**config.mk**
```make
export PLATFORM = sky130hd
export DESIGN_NAME = preadd_mult_stage
export DESIGN_NICKNAME = d
export VERILOG_FILES = /design/src/rtl/dsp_in_pkg.sv /design/src/rtl/twin_reg_path.sv /design/src/rtl/preadd_unit.sv /design/src/rtl/mult_stage.sv /design/src/rtl/preadd_mult_stage.sv
export SDC_FILE = /design/constraint.sdc
export NUM_CORES = 2
export LEC_CHECK = 0
export BUFFER_PORTS_ARGS = -buffer_cell sky130_fd_sc_hd__buf_2
export CORE_AREA = 2 2 213 215
export CTS_CLUSTER_DIAMETER = 30
export CTS_CLUSTER_SIZE = 16
export DETAILED_ROUTE_END_ITERATION = 8
export DIE_AREA = 0 0 215 217
export PLACE_DENSITY = 0.84
export REMOVE_ABC_BUFFERS = 1
export SYNTH_ARGS = -nofsm -noshare
export SYNTH_HDL_FRONTEND = slang
export SYNTH_SLANG_ARGS = --single-unit
```
**constraint.sdc**
```tcl
create_clock -name clk -period 15.9 [get_ports clk]
set_input_delay 1.59 -clock clk [delete_from_list [all_inputs] [get_ports clk]]
set_output_delay 1.59 -clock clk [all_outputs]
set_load 0.02 [all_outputs]
```
**src/rtl/dsp_in_pkg.sv**
```systemverilog
package dsp_in_pkg;

  // Per-cycle control word, MSB first: bit4 .. bit0
  typedef struct packed {
    logic b_first;   // bit 4: 1 -> first B register, 0 -> second
    logic subtract;  // bit 3: 1 -> D - A, 0 -> D + A
    logic d_enable;  // bit 2: 1 -> D register used, 0 -> zero
    logic a_zero;    // bit 1: 1 -> A term forced to zero
    logic a_first;   // bit 0: 1 -> first A register, 0 -> second
  } mode_t;

endpackage

```
**src/rtl/twin_reg_path.sv**
```systemverilog
module twin_reg_path #(
  parameter int W         = 30,
  parameter int CAS_DEPTH = 1
) (
  input  logic         clk,
  input  logic         rst,
  input  logic [W-1:0] din,
  input  logic         ce1,
  input  logic         ce2,
  output logic [W-1:0] q1,
  output logic [W-1:0] q2,
  output logic [W-1:0] cas_out
);

  always_ff @(posedge clk) begin
    if (rst) begin
      q1 <= '0;
      q2 <= '0;
    end else begin
      if (ce1) q1 <= din;
      if (ce2) q2 <= q1;
    end
  end

  // Static tap for the cascade / ALU route
  generate
    if (CAS_DEPTH == 0) begin : g_tap0
      assign cas_out = din;
    end else if (CAS_DEPTH == 1) begin : g_tap1
      assign cas_out = q1;
    end else begin : g_tap2
      assign cas_out = q2;
    end
  endgenerate

endmodule

```
**src/rtl/preadd_unit.sv**
```systemverilog
module preadd_unit
  import dsp_in_pkg::*;
#(
  parameter int D_W = 25
) (
  input  logic [D_W-1:0] a_lvl1,
  input  logic [D_W-1:0] a_lvl2,
  input  logic [D_W-1:0] d_val,
  input  mode_t          md,
  output logic [D_W-1:0] a_term,
  output logic [D_W-1:0] d_term,
  output logic [D_W-1:0] pre_sum
);

  function automatic logic [D_W-1:0] combine(input logic [D_W-1:0] dv,
                                             input logic [D_W-1:0] av,
                                             input logic           sub);
    return sub ? (dv - av) : (dv + av);
  endfunction

  always_comb begin
    a_term  = md.a_zero ? '0 : (md.a_first ? a_lvl1 : a_lvl2);
    d_term  = md.d_enable ? d_val : '0;
    pre_sum = combine(d_term, a_term, md.subtract);
  end

endmodule

```
**src/rtl/mult_stage.sv**
```systemverilog
module mult_stage #(
  parameter int D_W = 25,
  parameter int B_W = 18,
  localparam int P_W = D_W + B_W
) (
  input  logic           clk,
  input  logic           rst,
  input  logic           ce_m,
  input  logic [D_W-1:0] mcand,
  input  logic [B_W-1:0] b_lvl1,
  input  logic [B_W-1:0] b_lvl2,
  input  logic           b_first,
  output logic [B_W-1:0] mplier,
  output logic [P_W-1:0] m_q
);

  function automatic logic [P_W-1:0] smul(input logic [D_W-1:0] x,
                                          input logic [B_W-1:0] y);
    logic signed [P_W-1:0] xs;
    logic signed [P_W-1:0] ys;
    xs = P_W'($signed(x));
    ys = P_W'($signed(y));
    return xs * ys;
  endfunction

  assign mplier = b_first ? b_lvl1 : b_lvl2;

  always_ff @(posedge clk) begin
    if (rst)       m_q <= '0;
    else if (ce_m) m_q <= smul(mcand, mplier);
  end

endmodule

```
**src/rtl/preadd_mult_stage.sv**
```systemverilog
module preadd_mult_stage
  import dsp_in_pkg::*;
#(
  parameter int A_W         = 30,
  parameter int B_W         = 18,
  parameter int D_W         = 25,
  parameter int CAS_A_DEPTH = 1,
  parameter int CAS_B_DEPTH = 2,
  localparam int P_W = D_W + B_W
) (
  input  logic           clk,
  input  logic           rst,
  input  logic [A_W-1:0] a_in,
  input  logic [B_W-1:0] b_in,
  input  logic [D_W-1:0] d_in,
  input  logic           ce_a1,
  input  logic           ce_a2,
  input  logic           ce_b1,
  input  logic           ce_b2,
  input  logic           ce_d,
  input  logic           ce_m,
  input  logic [4:0]     mode,
  output logic [P_W-1:0] prod_out,
  output logic [A_W-1:0] acas_out,
  output logic [B_W-1:0] bcas_out
);

  mode_t          md;
  logic [A_W-1:0] a1_q, a2_q;
  logic [B_W-1:0] b1_q, b2_q;
  logic [D_W-1:0] d_q;
  logic [D_W-1:0] a_term, d_term, pre_sum;
  logic [B_W-1:0] mplier;

  assign md = mode_t'(mode);

  twin_reg_path #(.W(A_W), .CAS_DEPTH(CAS_A_DEPTH)) u_apath (
    .clk(clk), .rst(rst), .din(a_in), .ce1(ce_a1), .ce2(ce_a2),
    .q1(a1_q), .q2(a2_q), .cas_out(acas_out)
  );

  twin_reg_path #(.W(B_W), .CAS_DEPTH(CAS_B_DEPTH)) u_bpath (
    .clk(clk), .rst(rst), .din(b_in), .ce1(ce_b1), .ce2(ce_b2),
    .q1(b1_q), .q2(b2_q), .cas_out(bcas_out)
  );

  always_ff @(posedge clk) begin
    if (rst)       d_q <= '0;
    else if (ce_d) d_q <= d_in;
  end

  preadd_unit #(.D_W(D_W)) u_pre (
    .a_lvl1(a1_q[D_W-1:0]), .a_lvl2(a2_q[D_W-1:0]), .d_val(d_q), .md(md),
    .a_term(a_term), .d_term(d_term), .pre_sum(pre_sum)
  );

  mult_stage #(.D_W(D_W), .B_W(B_W)) u_mul (
    .clk(clk), .rst(rst), .ce_m(ce_m), .mcand(pre_sum),
    .b_lvl1(b1_q), .b_lvl2(b2_q), .b_first(md.b_first),
    .mplier(mplier), .m_q(prod_out)
  );

endmodule

```
-- Word-level counts from Yosys, hierarchy flattened
Index checks and enable logic that the tools add are counted.
- register bits: 159
- bits in latches: 0
- memory bits (writable): 0
- memory bits (read-only): 0
- word-level logic and storage cells: 14
- memories: 0
- add/subtract/negate cells: 2
- $mul: 1
- div/mod/pow operators: 0
- magnitude comparators: 0
- equality and inequality tests: 0
- shift operators: 0
- multiplexer cells: 5
- bitwise gates (word level): 0
- reduce and logical (&&, ||, !) cells: 0
- operator list (operator ; count):
    25-bit 2-to-1 mux ; 4
    25-bit by 18-bit multiplier with 43-bit output ; 1
    25-bit adder ; 1
    25-bit subtractor ; 1
    18-bit 2-to-1 mux ; 1

-- Logic depth before layout (Yosys ltp)
- depth in word-level cells: 5
- gate-level depth with buffers: 48
- depth with buffers taken out: 41

-- Hierarchy
From an unflattened synthesis, not the netlist that was laid out.
- cells, all modules: 2805
- area, all modules: 25086.6 um^2
- modules (own cells, without submodules) (module ; instances ; cells each ; area each (um^2) ; seq. area each (um^2)):
    mult_stage ; 1 ; 2020 ; 17929.7 ; 860.8
    twin_reg_path (u_apath) ; 1 ; 225 ; 2428.6 ; 1201.2
    preadd_unit ; 1 ; 345 ; 2384.8 ; 0.0
    twin_reg_path (u_bpath) ; 1 ; 134 ; 1433.9 ; 720.7
    preadd_mult_stage ; 1 ; 81 ; 909.6 ; 500.5

-- Worst setup path before layout
OpenSTA, ideal clock, no wires.
- path type: input to register
- start point: input mode[0]
- end point: register u_mul.m_q[40]
- library setup time: 0.124 ns
- data arrival time: 11.076 ns
- required time: 15.776 ns
- slack: 4.700 ns
- cell stages on the path: 43
- path buffers: 7
- cells stage by stage: buf_6 buf_6 buf_6 buf_4 buf_2 mux2i_1 or2_2 ha_1 nor3b_2 and3_4 a21oi_1 xnor2_1 ha_1 buf_1 nand4_1 o221a_2 o211ai_2 nand2_1 [... 7 more ...] inv_1 fa_1 inv_1 fa_1 fa_1 inv_1 fa_1 inv_1 ha_1 or2_2 o31a_1 and3_1 a221o_1 a311oi_1 o21ai_1 a211oi_1 or4b_2 nand3_1
- longest elaborated chain between the ends: 5
- elaborated cells on any way between the ends: 6
- classes of those cells: 2 x add/sub; 1 x mul; 3 x mux
- ends and longest elaborated chain (element ; RTL line ; RTL):
    from (decl) ; preadd_mult_stage.sv:22 ; input logic [4:0] mode,
    25-bit 2-to-1 mux * (2 in a row) ; preadd_unit.sv:22 ; a_term = md.a_zero ? '0 : (md.a_first ? a_lvl1 : a_lvl2);
    25-bit adder or 25-bit subtractor (tied branches) ; preadd_unit.sv:18 ; return sub ? (dv - av) : (dv + av);
    25-bit 2-to-1 mux * ; preadd_unit.sv:18 ;
    25-bit by 18-bit multiplier with 43-bit output * ; mult_stage.sv:23 ; return xs * ys;
    to (signal assigned) ; mult_stage.sv:30 ; else if (ce_m) m_q <= smul(mcand, mplier);
    to (decl) ; mult_stage.sv:14 ; output logic [P_W-1:0] m_q
Mark *: on every way between the ends. The rest lies on a longest branch, timed or not.
A chain may end at the register's enable or synchronous reset.

-- Final worst setup path
- start point: input mode[0]
- end point: register u_mul.m_q[42]
Same word-level chain as after synthesis.

==> metrics.txt <==
Die X-Extent=215 um; CP Launch Point=mode[0]; height of the die=217 um; initial core utilization=0.5391; GR peak layer=met2; met3 Track Usage GR=0.08553; Synth cell types=71; DRT Pass-1 Iters=6; vias in the first global route=20.56k; commonest non-fill, non-tap cell in the layout=inv_1; Slowest cell on crit path=xor2_1; met1 Use GR=0.3495; core area=0.04470 mm^2; cts hold-fix bufs=0; CTS Sinks=159; M2 GR Usage=0.4766; area delta synth->final=8.516%; Nets=3489; post-synthesis sequential area ratio=0.1321; clk_lat worst skew=0.48 ns; die area=0.04666 mm^2; clock buffer depth=2; DRC=0; Yosys reg bits=159; Peak VDD IR=172.5 uV; CTS tree=built; Worst Path Class, Setup=in2reg; min-delay worst type=reg2reg; period utilization=0.7644; routability cong.=1.008; Worst Path Max Fanout=41; level count of the clock H-tree=4; Routed WL per cell=19.01 um; Post-synth EDFFs=0; PwrDens=161.3 mW/mm^2; commonest cells after routing, fill and taps aside=508 x inv_1, 442 x fa_1, 368 x nor2_1; Critical Path AT=12.56 ns; total via count in the routed design=19.39k; number of DRC markers in iteration 0=1644; maxcap violations=0; final hold vios=0; GR Util All Layers=0.2913; HP Start=u_mul.m_q[30]; status=finished clean; Setup WS pre-CTS=3.543 ns; Final Critical Period=12.15 ns; root buf cell=clkbuf_16; DRT antenna net count=0; via/cell ratio=5.632; Worst EP required=16.31 ns; diode count=0; Post-Syn Area=0.02410 mm^2; design area=0.02615 mm^2; CP startpoint kind=input pin; hpwl dp=50830 um; Leak=13.21 nW; clk slew on worst S/H paths=0.08 ns; skew final=0.01485 ns; setup slack after layout=3.746 ns; grt ovf=0; setup TNS=0 ns; PortBufs=176; post-CTS setup-driven buffer insertion count=0; Worst-Margin Slew=1.225 ns; CTS buffer count=17; CP Capture Type=flop; final wirelength=65420 um; Synth Flop Type=dfxtp_1; Post-Syn Instances=2717; mean post-synth cell area=8.868 um^2; Rel. slew slack=0.1602; Synth warnings=0; Async S/R FF share, synth=0; RSZ-0062 raised after global routing=no; initial antenna violation count=1; largest net degree at the start of global routing=101; num ports=177; slowest cell delay on critical path=0.91 ns; PostCTS Resize Cnt=0; # setup viols final=0; Slew Viols, Final=0; share of layout cells above drive strength 1=0.1070; worst r2r src=u_apath.cas_out[1]; FP Rows=78; placed inst area=0.02555 mm^2; first-pass GRT wire length=106300 um; FMAX=0.08228 GHz
## synthesized netlist by cell type (5+ instances only)
| cell | n | area share |
|---|---|---|
| inv_1 | 508 | 0.079 |
| fa_1 | 442 | 0.37 |
| nor2_1 | 368 | 0.057 |
| nand2_1 | 271 | 0.042 |
| mux2i_1 | 183 | 0.076 |
| dfxtp_1 | 159 | 0.13 |
| ha_1 | 132 | 0.069 |
| clkbuf_1 | 103 | 0.016 |
| and2_1 | 64 | 0.017 |
| a21oi_1 | 62 | 0.013 |
| xnor2_1 | 60 | 0.022 |
| xor2_1 | 34 | 0.012 |
| o21ai_0 | 32 | 0.0066 |
| nor3_1 | 26 | 0.0054 |
| nand3_1 | 23 | 0.0048 |
| a21o_1 | 21 | 0.0065 |
| nand2b_1 | 19 | 0.0049 |
| a211oi_1 | 18 | 0.0056 |
| mux2_2 | 18 | 0.0084 |
| a31oi_1 | 14 | 0.0036 |
| o21a_1 | 13 | 0.0041 |
| or2_2 | 11 | 0.0029 |
| nor2b_1 | 10 | 0.0026 |
| and3_1 | 9 | 0.0023 |
| o31ai_1 | 9 | 0.0028 |
| buf_1 | 8 | 0.0012 |
| or3_1 | 8 | 0.0021 |
| nand4_1 | 7 | 0.0018 |
| o21bai_1 | 7 | 0.0022 |
| buf_2 | 5 | 0.0010 |
## where the power goes
part           total, mW  switching (mW)  internal, mW  leakage, nW
logic               3.31            2.03          1.28         11.6
clock network      0.421           0.211         0.210        0.280
registers          0.483          0.0330         0.450         1.31
## routing by layer
metal | vias up | wire length [um]
met1 | 9549 | 24120
met4 | 0 | 3912
li1 | 8564 | -
met2 | 1008 | 30350
met3 | 264 | 7039
met5 | - | 0
## flip-flops by register name, indices dropped and copies added (netlist names)
signal	flops
u_bpath.q1	18
d_q	25
u_apath.q2	25
u_bpath.cas_out	18
u_apath.cas_out	30
u_mul.m_q	43
## worst max-delay path: cells and delay by family
family | cells | cell delay [ns]
AOI/OAI and AO/OA | 12 | 3.41
xor gates and xnor gates | 2 | 1.05
adders and majority gates | 9 | 4.00
buffers and inverters | 7 | 1.13
muxes | 1 | 0.27
and+or+nand+nor | 7 | 1.08
## cell type report
class | instances | area [um^2]
Fill cell | 3787 | 18550
Multi-Input combinational cell | 1925 | 18510
Sequential cell | 159 | 3183
Inverter | 509 | 1911
Timing Repair Buffer | 217 | 1191
Tap cell | 600 | 750.7
Clock buffer | 17 | 425.4
Clock inverter | 15 | 172.7
## worst paths after layout
path,endpoint,slack [ns],cells after the start
worst min-delay path,u_mul.m_q[30],0.46,2
worst max-delay path,u_mul.m_q[42],3.75,38
worst min register to register,u_mul.m_q[30],0.46,2
worst max register to register,u_mul.m_q[42],5.35,36
## cells by family after synthesis
group,Yosys count,synth area share
xor gates and xnor gates,96,0.03599
and+or+nand+nor,835,0.1504
DFF,159,0.1321
buffers and inverters,633,0.1006
AOI/OAI and AO/OA,219,0.06070
muxes,201,0.08443
adders and majority gates,574,0.4358
## metrics by stage
stage	hold WS, ns	std cells	utilization	total power [mW]
after floorplan	0.4515	2593	-	2.865
after global placement	0.4352	3410	0.5716	3.635
after detailed placement	0.4440	3410	0.5716	3.731
after CTS	0.4608	3442	0.5850	4.172
after global routing	0.4878	3442	0.5850	4.619
final	0.4606	3442	0.5850	4.219
No activity file was read; power rests on OpenSTA's default activity.
